--- src/rtl/act_spread.sv ---
module act_spread #(
  parameter int N = 16,
  localparam int LGW = $clog2(N) + 1
) (
  input  logic           clk,
  input  logic           rst_n,
  input  logic [N-1:0]   m_tag,
  input  logic [N-1:0]   d_tag,
  input  logic [2:0]     mode,
  input  logic           dir,
  input  logic           incl_src,
  input  logic           lp_in,
  input  logic           rp_in,
  input  logic           fire,
  input  logic           link_wr,
  input  logic [N-2:0]   link_wdata,
  input  logic           seg_cmd,
  input  logic [LGW-1:0] seg_lg,
  output logic [N-1:0]   act,
  output logic           lp_out,
  output logic           rp_out
);
  localparam logic [2:0] MD_MATCH = 3'd0;
  localparam logic [2:0] MD_MISS  = 3'd1;
  localparam logic [2:0] MD_NEIGH = 3'd2;
  localparam logic [2:0] MD_REMOTE = 3'd3;
  localparam logic [2:0] MD_BETW  = 3'd4;
  localparam logic [2:0] MD_END   = 3'd5;

  logic [N-2:0] link_q, seg_pat, lk_r;
  logic [N-1:0] m_r, d_r, blk, a_r, a_nxt;
  logic [31:0]  msk;
  logic         inj, tail, c;

  assign msk = (32'd1 << seg_lg) - 32'd1;
  assign inj = dir ? lp_in : rp_in;
  assign blk = {lk_r, 1'b0};

  always_comb begin
    for (int j = 0; j < N - 1; j++) begin
      seg_pat[j] = ((32'(j + 1) & msk) == 32'd0);
      lk_r[j]    = dir ? link_q[j] : link_q[N-2-j];
    end
    for (int i = 0; i < N; i++) begin
      m_r[i] = dir ? m_tag[i] : m_tag[N-1-i];
      d_r[i] = dir ? d_tag[i] : d_tag[N-1-i];
    end
  end

  always_comb begin
    c   = inj;
    a_r = '0;
    for (int i = 0; i < N; i++) begin
      if (blk[i]) c = 1'b0;
      case (mode)
        MD_NEIGH: begin
          a_r[i] = c;
          c      = m_r[i];
        end
        MD_REMOTE: begin
          a_r[i] = c & d_r[i];
          c      = m_r[i] | (c & ~d_r[i]);
        end
        MD_BETW: begin
          a_r[i] = c | (incl_src & m_r[i]);
          c      = c ^ m_r[i];
        end
        MD_END: begin
          a_r[i] = c | (incl_src & m_r[i]);
          c      = c | m_r[i];
        end
        default: begin
          a_r[i] = 1'b0;
          c      = 1'b0;
        end
      endcase
    end
    tail = c;
  end

  always_comb begin
    a_nxt = '0;
    if (mode == MD_MATCH)     a_nxt = m_tag;
    else if (mode == MD_MISS) a_nxt = ~m_tag;
    else if (mode <= MD_END)
      for (int i = 0; i < N; i++) a_nxt[i] = dir ? a_r[i] : a_r[N-1-i];
  end

  assign lp_out = ~dir & tail;
  assign rp_out = dir & tail;

  always_ff @(posedge clk) begin
    if (!rst_n)        link_q <= '0;
    else if (seg_cmd)  link_q <= seg_pat;
    else if (link_wr)  link_q <= link_wdata;
  end

  always_ff @(posedge clk) begin
    if (!rst_n)     act <= '0;
    else if (fire)  act <= a_nxt;
  end
endmodule

--- config.mk ---
export PLATFORM = sky130hd
export DESIGN_NAME = act_spread
export DESIGN_NICKNAME = d
export VERILOG_FILES = /design/src/rtl/act_spread.sv
export SDC_FILE = /design/constraint.sdc
export NUM_CORES = 1
export LEC_CHECK = 0
export ABC_AREA = 1
export BUFFER_PORTS_ARGS = -buffer_cell sky130_fd_sc_hd__buf_2
export CAP_MARGIN = 20
export CORE_ASPECT_RATIO = 0.6
export CORE_MARGIN = 2
export CORE_UTILIZATION = 60
export DETAILED_ROUTE_END_ITERATION = 10
export PLACE_DENSITY_LB_ADDON = 0.1
export REMOVE_ABC_BUFFERS = 1
export SKIP_CTS_REPAIR_TIMING = 1
export SLEW_MARGIN = 10
export SYNTH_ARGS = -nofsm -noshare
export SYNTH_HDL_FRONTEND = slang
export SYNTH_SLANG_ARGS = --single-unit
--- constraint.sdc ---
create_clock -name clk -period 8.3 [get_ports clk]
set_clock_uncertainty 0.2 [all_clocks]
set_input_delay 0.415 -clock clk [delete_from_list [all_inputs] [get_ports clk]]
set_output_delay 0.415 -clock clk [all_outputs]
set_load 0.005 [all_outputs]
==> results.yml <==
cts:
  clk_pin_slew_ns: 0.07
  cts-htree-levels: 2
  clk_path_buf_depth: 2
  cts_tree: "done"
  cts_inserted_buffers: 5
  clock_sinks: 31
  clockRootBuffer: "clkbuf_8"
  insertion_delay_ns: 0.29
synth:
  synth_seq_cells: 31
  post_synth.cell_area_avg_sq_um: 5.91
  yosysWarnings: 0
  yosysSeqAreaShare_pct: 17.5
  syn_inst: 600
  synth_area_sq_um: 3540
  yosys.cell_types.count: 28
sta:
  fin_crit_sh_pct: 85.6
  rsz0062_at_grt: "no"
  holdWs_ns: 0.174
  worstMarginPinSlew_ns: 0.980
  fin_tns_setup_ns: 0
  final-max-slew-violation-count: 0
  max_freq_mhz: 141
  setup_viol: 0
  layout_min_cycle_time_ns: 7.10
  relSlewSlack_pct: 34.6
  hold_viol_final: 0
placed_design:
  dp_hpwl_microns: 8010
  dpl.cell_count: 728
  place_congestion: 0.962
  place_area_sq_um: 3920
  io_buffers: 81
pwr:
  p_per_area_nw_per_um2: 114
  p_leak_uw: 0.00182
  ir_drop_uv: 93.2
layout:
  antenna_cells: 0
  syn_to_final_growth_pct: 12.7
  final_common_cell: "nand2_1"
  final_cell_mix: "nand2_1 (155), inv_1 (81), buf_2 (81)"
  nets: 723
  layoutNonFillerInstCount: 734
  final_area_sq_um: 3990
  drive_above_1_share_pct: 18.5
  fillCellCount: 549
min_path:
  hold_path.class: "input port to flip-flop"
  hold_depth: 3
  hold-path-endpoint: "link_q[0]"
  min_from: "link_wdata[0]"
worst_setup_path:
  cp-start-kind: "input port"
  crit_slowest_cell: "buf_2"
  path_class: "input port to output port"
  crit_path_max_fanout: 45
  r2r-start: "link_q[14]"
  cp_top_family: "simple AND/OR/NAND/NOR gates"
  reg2reg_depth: 46
  crit_arrival_ns: 6.49
  cpPeakStageDelay_ns: 0.55
  timing.critical_path.buf_inv: 3
  required_ns: 7.69
  end_kind: "output port"
  r2r_slack_ns: 2.69
  timing.critical_path.mode_cell: "nand2_1"
  r2r_end: "act[15]"
detailed_routing:
  first_pass_iters: 6
  drt-total-wl_microns: 10800
  wl_per_cell_microns: 14.8
  vias_per_cell: 5.94
  drt-initial-drc-count: 402
  antenna_left: 0
  vias: 4357
  drc_errors: 0
global_route:
  grt_max_degree: 46
  grt.overflow.total: 0
  antenna_found_initial: 0
  track_usage_pct: 34.0
  grt_pass1_vias: 3783
  grt_pass1_wl_microns: 17700
flow_run:
  maxCapViolCount: 0
die:
  std_cell_rows: 21
  io_pins: 82
  initial_core_util_pct: 62.7
  die_y_microns: 63.5
  die_w_microns: 103
  die_area_sq_um: 6560
  coreArea_sq_um: 5650
status:
  status: "finished, final reports clean"
==> stage by stage <==
stage	util (%)	setup WS, ns	power, uW
floorplan	-	2.66	279
global placement	69.4	1.68	334
detailed placement	69.4	1.41	339
CTS	70.7	1.39	450
global route	70.7	0.511	484
finish	70.7	1.20	457
==> sequential cells by signal, summed over array words and instances (netlist names) <==
| signal | flops |
|---|---|
| link_q | 15 |
| act | 16 |
==> worst register-to-register path: cells and delay by family (launching register included) <==
| kind | cells | cell delay (ns) |
|---|---|---|
| and+or+nand+nor | 36 | 3.34 |
| DFF | 1 | 0.30 |
| buffers and inverters | 1 | 0.08 |
| AOI/OAI and AO/OA | 9 | 1.55 |
==> metal layers <==
| metal | track usage [%] | wire [microns] | up-vias |
|---|---|---|---|
| li1 | - | - | 2137 |
| met1 | 49.1 | 5030 | 1928 |
| met2 | 49.5 | 4430 | 261 |
| met3 | 7.88 | 1150 | 31 |
| met4 | 10.7 | 229 | 0 |
| met5 | 0 | 0 | - |
==> Yosys cell counts, drive strengths merged <==
cell	instances	area (sq um)
nor3	3	15.0
buf	4	26.3
o21ai	71	355
nand3	35	240
dfxtp	31	621
a221oi	5	43.8
inv	83	312
xor2	1	8.76
ha	4	50.1
o221ai	16	140
a211oi	2	20.0
or3	12	75.1
clkbuf	31	116
nor2	19	71.3
a21boi	10	75.1
nand4	2	12.5
a22oi	12	90.1
nand2	156	588
a21oi	96	631
o211ai	7	52.6
==> cells by family after synthesis <==
group	share of synthesized area, %
flops	17.5
buf+inv	12.8
simple gates	28.3
compound gates	39.7
fa+ha+maj	1.41
xor+xnor	0.247
==> power by group <==
part	total, uW	switching [uW]	internal (uW)
combinational	180	120	60.6
clock	115	59.0	55.9
sequential	161	4.04	157
total	457	183	274
==> cell type report <==
cell class | count | area (sq um) | share of cell area, %
Inverter | 83 | 312 | 7.80
Sequential cell | 31 | 621 | 15.5
Multi-Input combinational cell | 451 | 2470 | 61.8
Tap cell | 80 | 100 | 2.51
Timing Repair Buffer | 83 | 420 | 10.5
Clock buffer | 6 | 72.6 | 1.82
==> how the worst max path moves through the flow <==
stage                 start  endpoint  slack, ns  cells after the start
floorplan           mode[1]    lp_out       2.66                     35
global route            dir    lp_out       0.51                     53
finish                  dir    rp_out       1.20                     45
detailed placement      dir    rp_out       1.41                     45
CTS                     dir    rp_out       1.39                     45
global placement        dir    lp_out       1.68                     41
No activity file was read; power rests on OpenSTA's default activity.
